$ cat src/rtl/led_dim_pkg.sv
package led_dim_pkg;
  localparam int unsigned BYTE_W   = 8;
  localparam int unsigned TICK_W   = 8;   // ticks per period = 2**TICK_W
  localparam int unsigned DITH_W   = 2;   // periods per cycle = 2**DITH_W
  localparam int unsigned DUTY_W   = TICK_W + DITH_W;
  localparam int unsigned RATE_W   = 2;
  localparam int unsigned DIV_LOG0 = 2;   // smallest divider = 2**DIV_LOG0

  typedef enum logic [1:0] {
    ADDR_DUTY_LO = 2'd0,
    ADDR_DUTY_HI = 2'd1,
    ADDR_RATE    = 2'd2
  } reg_addr_e;
endpackage

$ cat src/rtl/led_dim_sync.sv
module led_dim_sync #(
  parameter int unsigned STAGES = 2
) (
  input  logic clk_i,
  input  logic rst_ni,
  input  logic async_i,
  output logic sync_o
);
  logic [STAGES-1:0] chain_q;
  logic [STAGES-1:0] chain_d;

  generate
    if (STAGES == 1) begin : g_one
      always_comb chain_d = async_i;
    end else begin : g_many
      always_comb chain_d = {chain_q[STAGES-2:0], async_i};
    end
  endgenerate

  always_ff @(posedge clk_i or negedge rst_ni) begin
    if (!rst_ni) chain_q <= '0;
    else         chain_q <= chain_d;
  end

  assign sync_o = chain_q[STAGES-1];
endmodule

$ cat src/rtl/led_dim_regs.sv
module led_dim_regs
  import led_dim_pkg::*;
(
  input  logic              clk_i,
  input  logic              rst_ni,
  input  logic              wr_en_i,
  input  logic [1:0]        wr_addr_i,
  input  logic [BYTE_W-1:0] wr_data_i,
  input  logic [DUTY_W-1:0] floor_i,
  input  logic              idle_i,
  input  logic              cycle_end_i,
  output logic [DUTY_W-1:0] duty_rd_o,
  output logic [RATE_W-1:0] rate_o,
  output logic [DUTY_W-1:0] act_duty_o
);
  localparam int unsigned HI_W = DUTY_W - BYTE_W;

  logic [DUTY_W-1:0] duty_q, duty_d;
  logic [DUTY_W-1:0] act_q, act_d;
  logic [RATE_W-1:0] rate_q, rate_d;
  logic              pend_q, pend_d;
  logic              commit;

  assign commit = pend_q && (idle_i || cycle_end_i);

  always_comb begin
    duty_d = duty_q;
    act_d  = act_q;
    rate_d = rate_q;
    pend_d = pend_q;
    if (commit) begin
      act_d  = (duty_q < floor_i) ? floor_i : duty_q;
      pend_d = 1'b0;
    end
    if (wr_en_i) begin
      case (reg_addr_e'(wr_addr_i))
        ADDR_DUTY_LO: duty_d[BYTE_W-1:0] = wr_data_i;
        ADDR_DUTY_HI: begin
          duty_d[DUTY_W-1:BYTE_W] = wr_data_i[HI_W-1:0];
          pend_d = 1'b1;
        end
        ADDR_RATE:    rate_d = wr_data_i[RATE_W-1:0];
        default:      ;
      endcase
    end
  end

  always_ff @(posedge clk_i or negedge rst_ni) begin
    if (!rst_ni) begin
      duty_q <= '0;
      act_q  <= '0;
      rate_q <= '1;
      pend_q <= 1'b0;
    end else begin
      duty_q <= duty_d;
      act_q  <= act_d;
      rate_q <= rate_d;
      pend_q <= pend_d;
    end
  end

  assign duty_rd_o  = duty_q;
  assign rate_o     = rate_q;
  assign act_duty_o = act_q;
endmodule

$ cat src/rtl/led_dim_prescale.sv
module led_dim_prescale
  import led_dim_pkg::*;
(
  input  logic              clk_i,
  input  logic              rst_ni,
  input  logic              run_i,
  input  logic [RATE_W-1:0] rate_i,
  output logic              tick_o
);
  localparam int unsigned PS_W = DIV_LOG0 + (1 << RATE_W) - 1;

  logic [PS_W-1:0] cnt_q, cnt_d;
  logic [PS_W-1:0] limit;

  assign limit  = PS_W'((32'd1 << (DIV_LOG0 + rate_i)) - 32'd1);
  assign tick_o = run_i && (cnt_q >= limit);

  always_comb begin
    cnt_d = cnt_q;
    if (!run_i || tick_o) cnt_d = '0;
    else                  cnt_d = cnt_q + 1'b1;
  end

  always_ff @(posedge clk_i or negedge rst_ni) begin
    if (!rst_ni) cnt_q <= '0;
    else         cnt_q <= cnt_d;
  end
endmodule

$ cat src/rtl/led_dim_core.sv
module led_dim_core
  import led_dim_pkg::*;
(
  input  logic              clk_i,
  input  logic              rst_ni,
  input  logic              run_i,
  input  logic              tick_i,
  input  logic [DUTY_W-1:0] act_duty_i,
  output logic              gate_o,
  output logic              last_slot_o,
  output logic              cycle_end_o
);
  logic [TICK_W-1:0] tick_q, tick_d;
  logic [DITH_W-1:0] ph_q, ph_d;
  logic [TICK_W-1:0] coarse;
  logic [DITH_W-1:0] dith;
  logic [TICK_W:0]   high_len;

  assign coarse   = act_duty_i[DUTY_W-1:DITH_W];
  assign dith     = act_duty_i[DITH_W-1:0];
  assign high_len = {1'b0, coarse} + {{TICK_W{1'b0}}, (ph_q < dith)};

  assign gate_o      = run_i && ({1'b0, tick_q} < high_len);
  assign last_slot_o = (&tick_q) && (&ph_q);
  assign cycle_end_o = run_i && tick_i && last_slot_o;

  always_comb begin
    tick_d = tick_q;
    ph_d   = ph_q;
    if (!run_i) begin
      tick_d = '0;
      ph_d   = '0;
    end else if (tick_i) begin
      tick_d = tick_q + 1'b1;
      if (&tick_q) ph_d = ph_q + 1'b1;
    end
  end

  always_ff @(posedge clk_i or negedge rst_ni) begin
    if (!rst_ni) begin
      tick_q <= '0;
      ph_q   <= '0;
    end else begin
      tick_q <= tick_d;
      ph_q   <= ph_d;
    end
  end
endmodule

$ cat src/rtl/led_dim_pwm.sv
module led_dim_pwm
  import led_dim_pkg::*;
(
  input  logic              clk_i,
  input  logic              rst_ni,
  input  logic              wr_en_i,
  input  logic [1:0]        wr_addr_i,
  input  logic [BYTE_W-1:0] wr_data_i,
  input  logic [DUTY_W-1:0] floor_i,
  input  logic              led_en_i,
  output logic [DUTY_W-1:0] duty_rd_o,
  output logic [RATE_W-1:0] rate_rd_o,
  output logic              gate_o
);
  logic [1:0]        rst_pipe_q;
  logic              rst_n;
  logic              led_sync;
  logic              tick;
  logic              cycle_end;
  logic              last_slot;
  logic [DUTY_W-1:0] act_duty;

  // reset asserts at once, releases on the clock
  always_ff @(posedge clk_i or negedge rst_ni) begin
    if (!rst_ni) rst_pipe_q <= '0;
    else         rst_pipe_q <= {rst_pipe_q[0], 1'b1};
  end
  assign rst_n = rst_pipe_q[1];

  led_dim_sync #(.STAGES(2)) i_sync (
    .clk_i   (clk_i),
    .rst_ni  (rst_n),
    .async_i (led_en_i),
    .sync_o  (led_sync)
  );

  led_dim_regs i_regs (
    .clk_i       (clk_i),
    .rst_ni      (rst_n),
    .wr_en_i     (wr_en_i),
    .wr_addr_i   (wr_addr_i),
    .wr_data_i   (wr_data_i),
    .floor_i     (floor_i),
    .idle_i      (!led_sync),
    .cycle_end_i (cycle_end),
    .duty_rd_o   (duty_rd_o),
    .rate_o      (rate_rd_o),
    .act_duty_o  (act_duty)
  );

  led_dim_prescale i_pre (
    .clk_i  (clk_i),
    .rst_ni (rst_n),
    .run_i  (led_sync),
    .rate_i (rate_rd_o),
    .tick_o (tick)
  );

  led_dim_core i_core (
    .clk_i       (clk_i),
    .rst_ni      (rst_n),
    .run_i       (led_sync),
    .tick_i      (tick),
    .act_duty_i  (act_duty),
    .gate_o      (gate_o),
    .last_slot_o (last_slot),
    .cycle_end_o (cycle_end)
  );
endmodule

$ cat config.mk
export PLATFORM = sky130hd
export DESIGN_NAME = led_dim_pwm
export DESIGN_NICKNAME = d
export VERILOG_FILES = /design/src/rtl/led_dim_pkg.sv /design/src/rtl/led_dim_sync.sv /design/src/rtl/led_dim_regs.sv /design/src/rtl/led_dim_prescale.sv /design/src/rtl/led_dim_core.sv /design/src/rtl/led_dim_pwm.sv
export SDC_FILE = /design/constraint.sdc
export NUM_CORES = 1
export LEC_CHECK = 0
export CAP_MARGIN = 20
export CORE_ASPECT_RATIO = 1.5
export CORE_MARGIN = 5
export CORE_UTILIZATION = 65
export CTS_CLUSTER_DIAMETER = 40
export DETAILED_ROUTE_END_ITERATION = 6
export DONT_BUFFER_PORTS = 1
export PLACE_DENSITY = 0.85
export SYNTH_ARGS = -nofsm -noshare
export SYNTH_HDL_FRONTEND = slang
export SYNTH_SLANG_ARGS = --single-unit
$ cat constraint.sdc
create_clock -name clk_i -period 8.75 [get_ports clk_i]
set_input_delay 1.75 -clock clk_i [delete_from_list [all_inputs] [get_ports clk_i]]
set_output_delay 1.75 -clock clk_i [all_outputs]
set_load 0.05 [all_outputs]
* Word level (Yosys, flattened, before mapping)
Cells that the tools add are included.
Storage, ports and cells: word-level logic and storage cells 51, register bits after elaboration 42, input port bits 24, output and inout port bits 13
Cells by class: multiplexer cells 10, equal/unequal tests 4, add/sub/neg operators 6, reductions and logical operators 16, order comparisons 4, shift operators 1
Operators by type and width (count):
- 1-bit by 32-bit left shift with 5-bit output, first input constant | 1
- 8-bit two-way mux | 2
- 10-bit < comparator | 1
- 10-bit two-way mux | 1
- 2-bit AND reduction | 5
- 8-bit by 1-bit adder with 9-bit output | 1
- 8-bit by 9-bit < comparator with 1-bit output | 1
- 8-bit by 1-bit adder with 8-bit output, second input constant | 1
- 8-bit AND reduction | 1
- 1-bit logical AND | 6
- 2-bit two-way mux | 3
- 5-bit by 1-bit adder with 5-bit output, second input constant | 1
- 5-bit greater-or-equal comparator | 1
- 5-bit two-way mux | 1
- 5-bit by 1-bit subtractor with 5-bit output, second input constant | 1
- 2-bit inequality test, second input constant | 2
- 2-bit by 2-bit adder with 3-bit output, first input constant | 1
- 1-bit two-way mux | 3
- 2-bit by 1-bit adder with 2-bit output, second input constant | 1
- 2-bit by 1-bit equality test with 1-bit output, second input constant | 1
- 2-bit equality test, second input constant | 1
- 2-bit logical NOT | 1
- 1-bit logical OR | 2
- 2-bit < comparator | 1
- 1-bit logical NOT | 1

* Longest topological paths before layout
Gate-level depths: netlist of run 1.
word-level depth 12, mapped depth 12, depth with buffers taken out 12

* By module
Synthesis of run 1 repeated with hierarchy kept, for this count alone.
Unflattened totals: cells, all modules 253, area, all modules 2598.7 µm²
By module, submodules not included:
- led_dim_regs | instances 1, sequential area each 578.1 µm², cells an instance 120, area each 1280.0 µm²
- led_dim_core | instances 1, sequential area each 250.2 µm², cells an instance 92, area each 869.6 µm²
- led_dim_prescale | instances 1, sequential area each 125.1 µm², cells an instance 35, area each 341.6 µm²
- led_dim_pwm | instances 1, sequential area each 50.0 µm², cells an instance 4, area each 57.6 µm²
- led_dim_sync | instances 1, sequential area each 50.0 µm², cells an instance 2, area each 50.0 µm²

* Worst setup path before layout of run 1
Ideal clock, no wire load.
path type flip-flop to output port, from register i_core.ph_q[1], to output port gate_o, path slack 3677 ps, data required time 7000 ps, buffers on the path 0, stages on the path, launching flop included 12, arrival 3323 ps, cell sequence dfrtp_1 > ha_1 > a21oi_1 > ha_1 > ha_1 > nand2_1 > or2_2 > xor2_1 > ha_1 > a211oi_1 > o21ai_0 > a21boi_0
Between the ends: cells in the longest elaborated chain, start to end 4
Ends and longest elaborated chain:
- from (decl) | RTL line led_dim_core.sv:14 | logic [DITH_W-1:0] ph_q, ph_d;
- from (signal assigned) | RTL line led_dim_core.sv:45 | ph_q <= ph_d;
- 2-bit < comparator | RTL line led_dim_core.sv:21 | assign high_len = {1'b0, coarse} + {{TICK_W{1'b0}}, (ph_q < dith)};
- 8-bit by 1-bit adder with 9-bit output | RTL line led_dim_core.sv:21
- 8-bit by 9-bit < comparator with 1-bit output | RTL line led_dim_core.sv:23 | assign gate_o = run_i && ({1'b0, tick_q} < high_len);
- 1-bit logical AND | RTL line led_dim_core.sv:23
- to (decl) | RTL line led_dim_pwm.sv:13 | output logic gate_o
Every way passes these cells.

* Final worst setup path of run 1
Ends and elaborated chain as after synthesis.

==> results.md, run 1 <==
- Die height: 85.7 um
- Fin crit period: 5.29 ns
- Multi-input logic area: 0.00136 mm^2
- CTS root buffer: clkbuf_8
- TritonCTS clock tree: yes
- Final setup skew: 0.00583 ns
- Vias in the first global route: 1704
- Seq/Total Area, Yosys: 42.4%
- Antenna Cells: 0
- CP Data Required Time: 7.00 ns
- Clock buffer depth: 2
- Critical R2R Launch: i_regs.rate_o[1]
- Hold WC Path Type: reg -> async
- Dpl cells: 259
- Worst setup SP type: flip-flop
- Most common cell in the netlist: dfrtp_1
- CTS Buf Count: 5
- RSZ-0062 raised after global routing: false
- Setup-failing EPs final: 0
- Clock-pin slew on the worst setup and hold paths: 0.08 ns
- Cells after Synth: 217
- Core area: 0.00368 mm^2
- Sequential cell area: 0.00105 mm^2
- Avg WL per Cell: 16.3 um
- DIE AREA: 0.00518 mm^2
- Mapped Nets: 268
- Outcome: finished, final reports clean
- Nets: 274
- Post-CTS resize count: 0
- Achievable Freq: 189 MHz
- Post-synth ARST share: 100%
- Clock sinks: 42
- Initial antenna violation count: 0
- Yosys reg bits: 42
- Fin cells: 267
- Post-detailed-routing wire length: 4.35 mm
- # rows: 27
- Gr usage total: 19.5%
- Placed wire-length estimate: 3.38 mm
- Area share of the largest cell type after synthesis: 40.3%
- Max_cap viols: 0
- Max VDD drop: 0.000220 V
- Worst Max-Slew Pin Slew: 1.02 ns
- Starting DRT DRC Count: 32
- Via density: 6.00
- Hold-fix buffers at CTS: 0
- Netlist cell types: 41
- Drt pass-1 iters: 4
- Cell taking the most area after synthesis: dfrtp_1
- Gr ovfl total: 0
- Port Buffers: 0
- Synth top area cells: dfrtp_1 (40%), ha_1 (14%), mux2_2 (13%)
- Later-pin clock latency in the skew report: 0.29 ns
- Area delta synth->final: 5.75%
- Pin count of the biggest net entering global routing: 41
- Average size of a mapped cell: 11.4 um^2
- Mapped Area: 0.00248 mm^2
- Layout cells sized above 1: 22.8%
- DRC errors left: 0
- Leakage: 1.25 nW
- Relative slew margins: 31.8%
- Top_reg_cell synth: dfrtp_1
- Arr. time, crit path: 3.54 ns
- CP Capture Type: output pin
- Detail Route Antenna Nets: 0
- Pwr/cell area: 229 mW/mm^2
- First-pass GRT wire length: 7.61 mm
- Die Wd: 60.5 um
- Num ports: 37
- Vias: 1602
- FF-to-FF setup slack: 5.94 ns
- Fin. Hold Viols: 0
- Crit-path max FO: 3
- Worst R2R Path Depth: 8
- Final period util: 60.4%
- Fin Setup TNS: 0 ns
- # fillers: 260
- Starting density of the core: 67.4%
- Synth top cells by count: dfrtp_1 (40), mux2_2 (29), ha_1 (27)
- Max-slew violations: 0
- Critical path class: reg -> out
- H-tree depth: 2
- YS warnings: 0
- RePlAce Congestion: 0.826
- Post-synth EDFFs: 0
- Post-CTS Setup Bufs: 0
- R2R Path End: i_regs.act_duty_o[5]
-- cell usage in the layout (no fill, tap or decap), drive strengths merged, types with 5 or more instances in the layout --
master	n
a21oi	6
and2	6
clkbuf	5
dfrtp	40
ha	27
inv	15
mux2	30
nand2	11
nand3	11
nor2	7
o21ai	5
xnor2	7
xor2	9
-- report_power, final --
part	leakage, nW	internal, W	switching [W]
logic	0.681	0.0000908	0.0000805
clock network	0.0441	0.0000560	0.0000669
registers	0.525	0.000230	0.0000768
-- kinds of logic after synthesis --
| kind of cell | count (synthesis) | synth area share (%) |
|---|---|---|
| other | 2 | 0.303 |
| AOI/OAI and AO/OA | 24 | 7.76 |
| DFF | 42 | 42.4 |
| muxes | 34 | 15.2 |
| buffers and inverters | 17 | 2.62 |
| adders and majority gates | 27 | 13.6 |
| xor gates and xnor gates | 16 | 5.65 |
| and+or+nand+nor | 55 | 12.4 |
-- sequential cells by signal, indices dropped and copies added, names as in the netlist --
signal	cells
i_regs.act_duty_o	10
i_regs.duty_rd_o	10
i_core.tick_q	8
i_pre.cnt_q	5
i_core.ph_q	2
i_regs.rate_o	2
i_sync.chain_q	2
rst_pipe_q	2
i_regs.pend_q	1
-- final cells by class --
class	instances	share of cell area, %
Tap cell	43	2.05
Multi-Input combinational cell	158	52.0
Timing Repair Buffer	1	0.286
Sequential cell	42	40.1
Clock buffer	5	2.62
Inverter	15	2.14
Clock inverter	3	0.810
-- worst max-delay path by stage --
stage	end	from	slack [ns]
3_3_place_gp	gate_o	i_core.ph_q[1]	3.95
3_5_place_dp	gate_o	i_core.ph_q[1]	3.80
4_1_cts	gate_o	i_regs.act_duty_o[1]	3.43
5_1_grt	gate_o	i_regs.act_duty_o[1]	3.18
6_report	gate_o	i_core.ph_q[1]	3.46
2_1_floorplan	gate_o	i_core.ph_q[1]	3.68
-- through the flow --
stage / power (W) / worst slack [ns] / hold WS [ns] / utilization (%) / instance area (um^2)
after floorplan: 0.000439 / 3.68 / 0.331 / - / 2480
after global placement: 0.000471 / 3.95 / 0.309 / 68.8 / 2530
after detailed placement: 0.000480 / 3.80 / 0.317 / 68.8 / 2530
after CTS: 0.000607 / 3.43 / 0.324 / 71.3 / 2630
after global routing: 0.000645 / 3.18 / 0.375 / 71.3 / 2630
final: 0.000601 / 3.46 / 0.293 / 71.3 / 2630
-- worst max-delay path: stages (launching register included) --
cell      delay, ns
dfrtp_1        0.40
ha_1           0.28
a21oi_1        0.18
ha_1           0.24
ha_1           0.22
nand2_1        0.06
or2_2          0.29
xor2_1         0.15
ha_1           0.29
a211oi_1       0.20
o21ai_0        0.12
a21boi_1       0.82
-- per-layer routing --
| metal | part of all wire [%] | GRT usage, % | up-vias |
|---|---|---|---|
| li1 | - | - | 772 |
| met1 | 39 | 21.9 | 785 |
| met2 | 53 | 33.9 | 32 |
| met3 | 4.4 | 4.82 | 13 |
| met4 | 2.8 | 8.48 | 0 |
| met5 | 0 | 0 | - |
(Power assumes the default switching activity.)
==> run 2, diff against run 1 <==
--- a/config.mk
+++ b/config.mk
@@ -5,14 +5,15 @@
 export SDC_FILE = /design/constraint.sdc
 export NUM_CORES = 1
 export LEC_CHECK = 0
+export ABC_AREA = 1
 export CAP_MARGIN = 20
 export CORE_ASPECT_RATIO = 1.5
 export CORE_MARGIN = 5
-export CORE_UTILIZATION = 65
+export CORE_UTILIZATION = 63
 export CTS_CLUSTER_DIAMETER = 40
 export DETAILED_ROUTE_END_ITERATION = 6
 export DONT_BUFFER_PORTS = 1
-export PLACE_DENSITY = 0.85
+export PLACE_DENSITY = 0.83
 export SYNTH_ARGS = -nofsm -noshare
 export SYNTH_HDL_FRONTEND = slang
 export SYNTH_SLANG_ARGS = --single-unit
==> constraint.sdc (replaced) <==
create_clock -name clk_i -period 4.9 [get_ports clk_i]
set_input_delay 0.98 -clock clk_i [delete_from_list [all_inputs] [get_ports clk_i]]
set_output_delay 0.98 -clock clk_i [all_outputs]
set_load 0.05 [all_outputs]
==> run 2 against run 1 <==
Net effect: cell count increased by 47%; clock-buffer cell count grew 1; clock power increased by 84%; design area is 7.4% higher; critical path depth grew 5; sequential power rose by 75%; core utilization shrank 3.7 points; largest power group unchanged.
==> results.md, run 2 <==
- Synth top cells by count: nand2_1 (120), dfrtp_1 (40), inv_1 (37) (was dfrtp_1 (40), mux2_2 (29), ha_1 (27))
- Port Buffers: 0 (unchanged)
- Post-synthesis adder-cell area fraction: 12.6% (was 13.6%)
- Dpl cells: 384 (was 259)
- Worst setup SP type: flip-flop (unchanged)
- Hold-fix buffers at CTS: 0 (unchanged)
- Mapped Area: 0.00268 mm^2 (was 0.00248 mm^2)
- Pin count of the biggest net entering global routing: 41 (unchanged)
- Outcome: finished, final reports clean (unchanged)
- Clock sinks: 42 (unchanged)
- CP Data Required Time: 3.92 ns (was 7.00 ns)
- Commonest non-fill, non-tap cells in the layout: nand2_1 (120), dfrtp_1 (40), inv_1 (37), ha_1 (27), nor2_1 (25) (was dfrtp_1 (40), mux2_2 (29), ha_1 (27), inv_1 (15), nand3_1 (11))
- DRC errors left: 0 (unchanged)
- Hold WC Path Type: reg -> async (unchanged)
- Mux contribution to synthesized area: 2.52% (was 15.2%)
- Post-synth EDFFs: 0 (unchanged)
- Gr ovfl total: 0 (unchanged)
- RePlAce Congestion: 0.847 (was 0.826)
- Worst R2R Path Depth: 8 (unchanged)
- Achievable Freq: 247 MHz
- Antenna Cells: 0 (unchanged)
- Clk pwr share: 21.1% (was 20.4%)
- Post-CTS resize count: 0 (unchanged)
- Post-synth ARST share: 100% (unchanged)
- Post-Synth Simple-Gate Area: 30.3% (was 12.4%)
- Max VDD drop: 0.000297 V (was 0.000220 V)
- Most common cell in the netlist: nand2_1 (was dfrtp_1)
- CP max stage delay: 0.41 ns (was 0.82 ns)
- Detail Route Antenna Nets: 0 (unchanged)
- Switch share: 40.7% (was 37.3%)
- CP bufs+invs: 1 (was 0)
- Cells after Synth: 340 (was 217)
- TritonCTS clock tree: yes (unchanged)
- Area share of the largest cell type after synthesis: 37.3% (was 40.3%)
- Via density: 5.45 (was 6.00)
- Internal: 0.000634 W (was 0.000377 W)
- First-pass GRT wire length: 9.43 mm (was 7.61 mm)
- Leakage: 1.46 nW (was 1.25 nW)
- FF-to-FF setup slack: 2.46 ns (was 5.94 ns)
- Net Switching: 0.000435 W (was 0.000224 W)
- Synth Area in XOR/XNOR: 3.59% (was 5.65%)
- Main combinational cell family by area after synthesis: simple AND/OR/NAND/NOR gates (was multiplexers)
- Delay-heaviest family, CP: adder cells (was compound AO/OA/AOI/OAI gates)
- Nets: 396 (was 274)
- CTS root buffer: clkbuf_8 (unchanged)
- YS warnings: 0 (unchanged)
- Worst Max-Slew Pin Slew: 0.644 ns (was 1.02 ns)
- Yosys reg bits: 42 (unchanged)
- Post-CTS Setup Bufs: 0 (unchanged)
- RSZ-0062 raised after global routing: false (unchanged)
- Critical path class: reg -> out (unchanged)
- Clock-pin slew on the worst setup and hold paths: 0.09 ns (was 0.08 ns)
- Fin Setup TNS: 0 ns (unchanged)
- Initial antenna violation count: 0 (unchanged)
- # fillers: 337 (was 260)
- Most common library cell in the layout ignoring fill and taps: nand2_1 (was dfrtp_1)
- Compound-Gate Fraction of Synth Area: 5.46% (was 7.76%)
- Seq/Total Area, Yosys: 39.3% (was 42.4%)
- R2R Path End: i_regs.act_duty_o[9] (was i_regs.act_duty_o[5])
- Gr usage total: 20.5% (was 19.5%)
- Cell taking the most area after synthesis: dfrtp_1 (unchanged)
- # rows: 29 (was 27)
- Starting density of the core: 64.3% (was 67.4%)
- Final Util: 67.6% (was 71.3%)
- Top_reg_cell synth: dfrtp_1 (unchanged)
- Layout cells sized above 1: 8.67% (was 22.8%)
- Die height: 89.9 um (was 85.7 um)
- Sequential Power Share: 50.4% (was 51.0%)
- Pwr/cell area: 379 mW/mm^2 (was 229 mW/mm^2)
- Netlist cell types: 28 (was 41)
- Final period util: 82.7%
- DIE AREA: 0.00569 mm^2 (was 0.00518 mm^2)
- Drt pass-1 iters: 4 (unchanged)
- Vias in the first global route: 2201 (was 1704)
- Average size of a mapped cell: 7.89 um^2 (was 11.4 um^2)
- Logic pwr share: 28.5% (about the same)
- Later-pin clock latency in the skew report: 0.30 ns (was 0.29 ns)
- Fin cells: 392 (was 267)
- Die Wd: 63.3 um (was 60.5 um)
- Fin. Hold Viols: 0 (unchanged)
- Clock buffer depth: 2 (unchanged)
- Final setup skew: 0.00771 ns (was 0.00583 ns)
- Area delta synth->final: 5.18% (was 5.75%)
- Crit-path max FO: 3 (unchanged)
- H-tree depth: 2 (unchanged)
- Synth top area cells: dfrtp_1 (37%), nand2_1 (17%), ha_1 (13%) (was dfrtp_1 (40%), ha_1 (14%), mux2_2 (13%))
- CTS Buf Count: 5 (unchanged)
- Post-detailed-routing wire length: 5.22 mm (was 4.35 mm)
- Num ports: 37 (unchanged)
- Avg WL per Cell: 13.3 um (was 16.3 um)
- Relative slew margins: 56.9% (was 31.8%)
- CP Capture Type: output pin (unchanged)
- Setup-failing EPs final: 0 (unchanged)
- Vias: 2138 (was 1602)
- Core area: 0.00417 mm^2 (was 0.00368 mm^2)
- CP max stage cell: dfrtp_1 (was a21boi_1)
- Placed wire-length estimate: 3.98 mm (was 3.38 mm)
- Fin crit period: 4.05 ns
- Starting DRT DRC Count: 98 (was 32)
- Crit path cell chain: ha_1 -> a21oi_1 -> ha_1 -> ha_1 -> nand2_1 -> nor2_2 -> nand3_1 -> xor2_1 -> ha_1 -> nand2_1 -> nand3b_1 -> nor3_1 -> nand2_1 -> nand2_1 -> nor2_1 -> buf_4 (was ha_1 -> a21oi_1 -> ha_1 -> ha_1 -> nand2_1 -> or2_2 -> xor2_1 -> ha_1 -> a211oi_1 -> o21ai_0 -> a21boi_1)
- Mapped Nets: 391 (was 268)
- Max_cap viols: 0 (unchanged)
- Critical R2R Launch: i_regs.duty_rd_o[9] (was i_regs.rate_o[1])
- Arr. time, crit path: 3.07 ns (was 3.54 ns)
- Max-slew violations: 0 (unchanged)
==> run 2: changes by cell type in the layout (fill, tap and decap cells not counted), moves of 4 or more <==
| cell | change |
|---|---|
| xnor2_1 | -4 |
| mux2i_1 | -4 |
| nor2_1 | +18 |
| nor2b_1 | -4 |
| nand4_1 | +10 |
| o21ai_0 | +7 |
| and2_1 | -6 |
| nand2_1 | +110 |
| mux2_2 | -23 |
| inv_1 | +22 |
| a21oi_1 | +6 |
==> run 2: cell type report <==
type,instances,area [um^2],area share (%)
flip-flops and latches,42,1050,37.4
clock buffers,6,72.6,2.57
multi-input cells,257,1470,52.0
well taps,46,57.6,2.04
inverters,37,139,4.92
repair buffers,2,15.0,0.532
clock inverters,2,15.0,0.532
==> run 2: power groups by stage <==
stage / sequential, W / combinational, W / clock [W]
2_1_floorplan: 0.000530 / 0.000245 / 0
3_3_place_gp: 0.000542 / 0.000289 / 0
3_5_place_dp: 0.000545 / 0.000302 / 0
4_1_cts: 0.000539 / 0.000307 / 0.000229
5_1_grt: 0.000550 / 0.000359 / 0.000246
6_report: 0.000538 / 0.000305 / 0.000226
==> run 2: how the worst max path moves through the flow <==
| stage | endpoint | from | slack, ns | depth (start not counted) |
|---|---|---|---|---|
| 2_1_floorplan | gate_o | i_core.ph_q[1] | 1.11 | 15 |
| 3_3_place_gp | gate_o | i_core.ph_q[1] | 1.36 | 16 |
| 3_5_place_dp | gate_o | i_core.ph_q[1] | 1.22 | 16 |
| 4_1_cts | gate_o | i_core.ph_q[1] | 0.86 | 16 |
| 5_1_grt | gate_o | i_regs.act_duty_o[1] | 0.57 | 17 |
| 6_report | gate_o | i_core.ph_q[1] | 0.85 | 16 |
==> run 2: kinds of logic (layout without fill, tap and decap cells) <==
group           after synthesis  in the layout
buf+inv                      41             47
simple gates                185            185
other cells                   2              2
compound gates               26             26
mux                           6              6
xor+xnor                     11             11
flops                        42             42
fa+ha+maj                    27             27
==> run 2: routing by layer <==
metal / wire (um) / track usage [%]
met1: 2050 / 21.6
met2: 2710 / 36.0
met3: 264 / 5.24
met4: 189 / 12.0
met5: 0 / 0
==> run 2: stage by stage <==
stage | setup slack [ns] | total power (W) | hold WS [ns] | instance area [um^2]
detailed placement | 1.22 | 0.000847 | 0.318 | 2730
global route | 0.569 | 0.00115 | 0.343 | 2820
global placement | 1.36 | 0.000831 | 0.315 | 2730
floorplan | 1.11 | 0.000775 | 0.331 | 2680
CTS | 0.861 | 0.00107 | 0.326 | 2820
finish | 0.849 | 0.00107 | 0.295 | 2820
==> run 3, diff against run 2 <==
--- a/config.mk
+++ b/config.mk
@@ -5,15 +5,15 @@
 export SDC_FILE = /design/constraint.sdc
 export NUM_CORES = 1
 export LEC_CHECK = 0
-export ABC_AREA = 1
+export ABC_AREA = 0
 export CAP_MARGIN = 20
 export CORE_ASPECT_RATIO = 1.5
 export CORE_MARGIN = 5
-export CORE_UTILIZATION = 63
+export CORE_UTILIZATION = 57
 export CTS_CLUSTER_DIAMETER = 40
 export DETAILED_ROUTE_END_ITERATION = 6
 export DONT_BUFFER_PORTS = 1
-export PLACE_DENSITY = 0.83
+export PLACE_DENSITY = 0.79
 export SYNTH_ARGS = -nofsm -noshare
 export SYNTH_HDL_FRONTEND = slang
 export SYNTH_SLANG_ARGS = --single-unit
==> constraint.sdc (replaced) <==
create_clock -name clk_i -period 3.6 [get_ports clk_i]
set_input_delay 0.72 -clock clk_i [delete_from_list [all_inputs] [get_ports clk_i]]
set_output_delay 0.72 -clock clk_i [all_outputs]
set_load 0.05 [all_outputs]
==> run 3 against run 2 <==
Net effect: non-clock buffer count rose by 6; sequential power rose by 42%; worst setup slack got worse by 0.79 ns; critical endpoint unchanged; highest routed layer unchanged.
==> results.md, run 3 (synthesis results as in run 1) <==
- Outcome: finished, final reports clean (unchanged)
- Achievable Freq: 283 MHz
- TritonCTS clock tree: yes (unchanged)
- Pwr/cell area: 585 mW/mm^2 (was 379 mW/mm^2)
- Via density: 5.87 (was 5.45)
- Num ports: 37 (unchanged)
- Core area: 0.00425 mm^2 (was 0.00417 mm^2)
- Critical path class: reg -> out (unchanged)
- H-tree depth: 2 (unchanged)
- Overall power: 0.00164 W (was 0.00107 W)
- Dpl cells: 264 (was 384)
- Later-pin clock latency in the skew report: 0.29 ns (was 0.30 ns)
- RePlAce Congestion: 0.825 (was 0.847)
- Vias: 1626 (was 2138)
- DIE AREA: 0.00580 mm^2 (was 0.00569 mm^2)
- CP bufs+invs: 3 (was 1)
- Hold-fix buffers at CTS: 0 (unchanged)
- RSZ-0062 raised after global routing: true (was false)
- Hold WC Path Type: in -> async (was reg -> async)
- Nets: 281 (was 396)
- Arr. time, crit path: 2.82 ns (was 3.07 ns)
- Final setup skew: 0.00953 ns (was 0.00771 ns)
- Setup-failing EPs final: 0 (unchanged)
- Clock sinks: 42 (unchanged)
- Fin cells: 277 (was 392)
- Pre-CTS WS: 0.147 ns (was 1.22 ns)
- Die Wd: 63.9 um (was 63.3 um)
- Placed wire-length estimate: 3.54 mm (was 3.98 mm)
- Final Util: 65.9% (was 67.6%)
- Worst setup SP type: flip-flop (unchanged)
- Multi-input logic area: 0.00144 mm^2 (was 0.00147 mm^2)
- Drt pass-1 iters: 4 (unchanged)
- Crit path cell chain: inv_2 -> ha_4 -> a21oi_2 -> ha_2 -> ha_4 -> nand2_1 -> or2_4 -> xor2_2 -> ha_1 -> buf_4 -> nand3_1 -> o21ai_1 -> a21boi_2 -> buf_12 (was ha_1 -> a21oi_1 -> ha_1 -> ha_1 -> nand2_1 -> nor2_2 -> nand3_1 -> xor2_1 -> ha_1 -> nand2_1 -> nand3b_1 -> nor3_1 -> nand2_1 -> nand2_1 -> nor2_1 -> buf_4)
- Max-slew violations: 0 (unchanged)
- CTS root buffer: clkbuf_8 (unchanged)
- CP max stage cell: dfrtp_1 (unchanged)
- Sequential cell area: 0.00105 mm^2 (unchanged)
- Detail Route Antenna Nets: 0 (unchanged)
- Gr usage total: 17.5% (was 20.5%)
- Clock buffer depth: 2 (unchanged)
- Setup WS post-layout: 0.0634 ns (was 0.849 ns)
- Layout cells sized above 1: 29.9% (was 8.67%)
- Gr ovfl total: 0 (unchanged)
- Final period util: 98.2%
- Post-detailed-routing wire length: 4.63 mm (was 5.22 mm)
- CP max stage delay: 0.39 ns (was 0.41 ns)
- Relative slew margins: 54.1% (was 56.9%)
- Pin count of the biggest net entering global routing: 29 (was 41)
- Starting density of the core: 58.5% (was 64.3%)
- Fin. Hold Viols: 0 (unchanged)
- Leakage: 1.30 nW (was 1.46 nW)
- Antenna Cells: 0 (unchanged)
- Most common library cell in the layout ignoring fill and taps: dfrtp_1 (was nand2_1)
- Hold Slack: 0.122 ns (was 0.295 ns)
- Commonest non-fill, non-tap cells in the layout: dfrtp_1 (40), mux2_2 (29), ha_1 (23), inv_1 (14) (was nand2_1 (120), dfrtp_1 (40), inv_1 (37), ha_1 (27), nor2_1 (25))
- Area delta synth->final: 12.8% (was 5.18%)
- CP Data Required Time: 2.88 ns (was 3.92 ns)
- First-pass GRT wire length: 8.13 mm (was 9.43 mm)
- CP Capture Type: output pin (unchanged)
- Port Buffers: 0 (unchanged)
- Vias in the first global route: 1796 (was 2201)
- Clock-pin slew on the worst setup and hold paths: 0.07 ns (was 0.09 ns)
- Die height: 90.8 um (was 89.9 um)
- Starting DRT DRC Count: 19 (was 98)
- Worst Max-Slew Pin Slew: 0.686 ns (was 0.644 ns)
- Crit-path max FO: 3 (unchanged)
- Max_cap viols: 0 (unchanged)
- DRC errors left: 0 (unchanged)
- Initial antenna violation count: 0 (unchanged)
- Fin crit period: 3.54 ns
- # fillers: 309 (was 337)
- Most used cell, CP: ha_4
- Delay-heaviest family, CP: adder cells (unchanged)
- # rows: 29 (unchanged)
- CTS Buf Count: 5 (unchanged)
- Max VDD drop: 0.000459 V (was 0.000297 V)
- Avg WL per Cell: 16.7 um (was 13.3 um)
==> run 3: metal layers <==
layer | global-route usage (%) | share of wire [%]
met2 | 31.0 | 55
met3 | 3.99 | 3.8
met5 | 0 | 0
met1 | 19.5 | 39
met4 | 6.93 | 2.2
==> run 3: what timing repair did <==
| action | 4_1_cts | 5_1_grt |
|---|---|---|
| endpoints found under the setup margin | 1 | 1 |
| gates resized for setup | 9 | 7 |
| gates cloned | 0 | 0 |
| pin swaps | 5 | 8 |
| setup buffers | 3 | 2 |
==> run 3: where the power goes <==
group / leakage, nW / total, W / internal, W / switching, W
logic: 0.722 / 0.000495 / 0.000277 / 0.000219
registers: 0.525 / 0.000765 / 0.000559 / 0.000206
clock network: 0.0585 / 0.000377 / 0.000226 / 0.000151
total: 1.30 / 0.00164 / 0.00106 / 0.000576
==> run 3: path summary, 6_finish.rpt <==
path | from | endpoint | slack, ns | depth (start not counted)
worst max-delay path | i_regs.act_duty_o[1] | gate_o | 0.06 | 14
worst min-delay path | rst_ni | rst_pipe_q[0] | 0.12 | 0
worst max register to register | i_regs.rate_o[1] | i_regs.act_duty_o[6] | 0.88 | 9
worst min register to register | rst_pipe_q[1] | i_regs.act_duty_o[3] | 0.20 | 0
max in group asynchronous | rst_pipe_q[1] | i_regs.rate_o[1] | 2.61 | 1
min in group clk_i | i_sync.chain_q[0] | i_sync.chain_q[1] | 0.35 | 0
==> run 3: worst register-to-register path, cell delays in order (launching register included) <==
cell and delay, ns:
dfstp_2 0.73, inv_1 0.10, ha_1 0.32, nand2_1 0.07, o21ai_2 0.15, a21oi_2 0.07
buf_4 0.18, o41ai_2 0.41, nand2_2 0.24, mux2_2 0.33
==> run 3: stage by stage <==
step | setup TNS (ns) | instance area, um^2
CTS | 0 | 2750
global placement | 0 | 2570
global route | -0.0946 | 2800
floorplan | 0 | 2490
finish | 0 | 2800
detailed placement | 0 | 2570
==> run 3: area by class of cell <==
cell class	count	share of cell area, %
Inverter	15	2.01
Multi-Input combinational cell	158	51.4
Timing Repair Buffer	8	2.73
Tap cell	46	2.06
Clock buffer	7	3.08
Clock inverter	1	1.07
Sequential cell	42	37.6
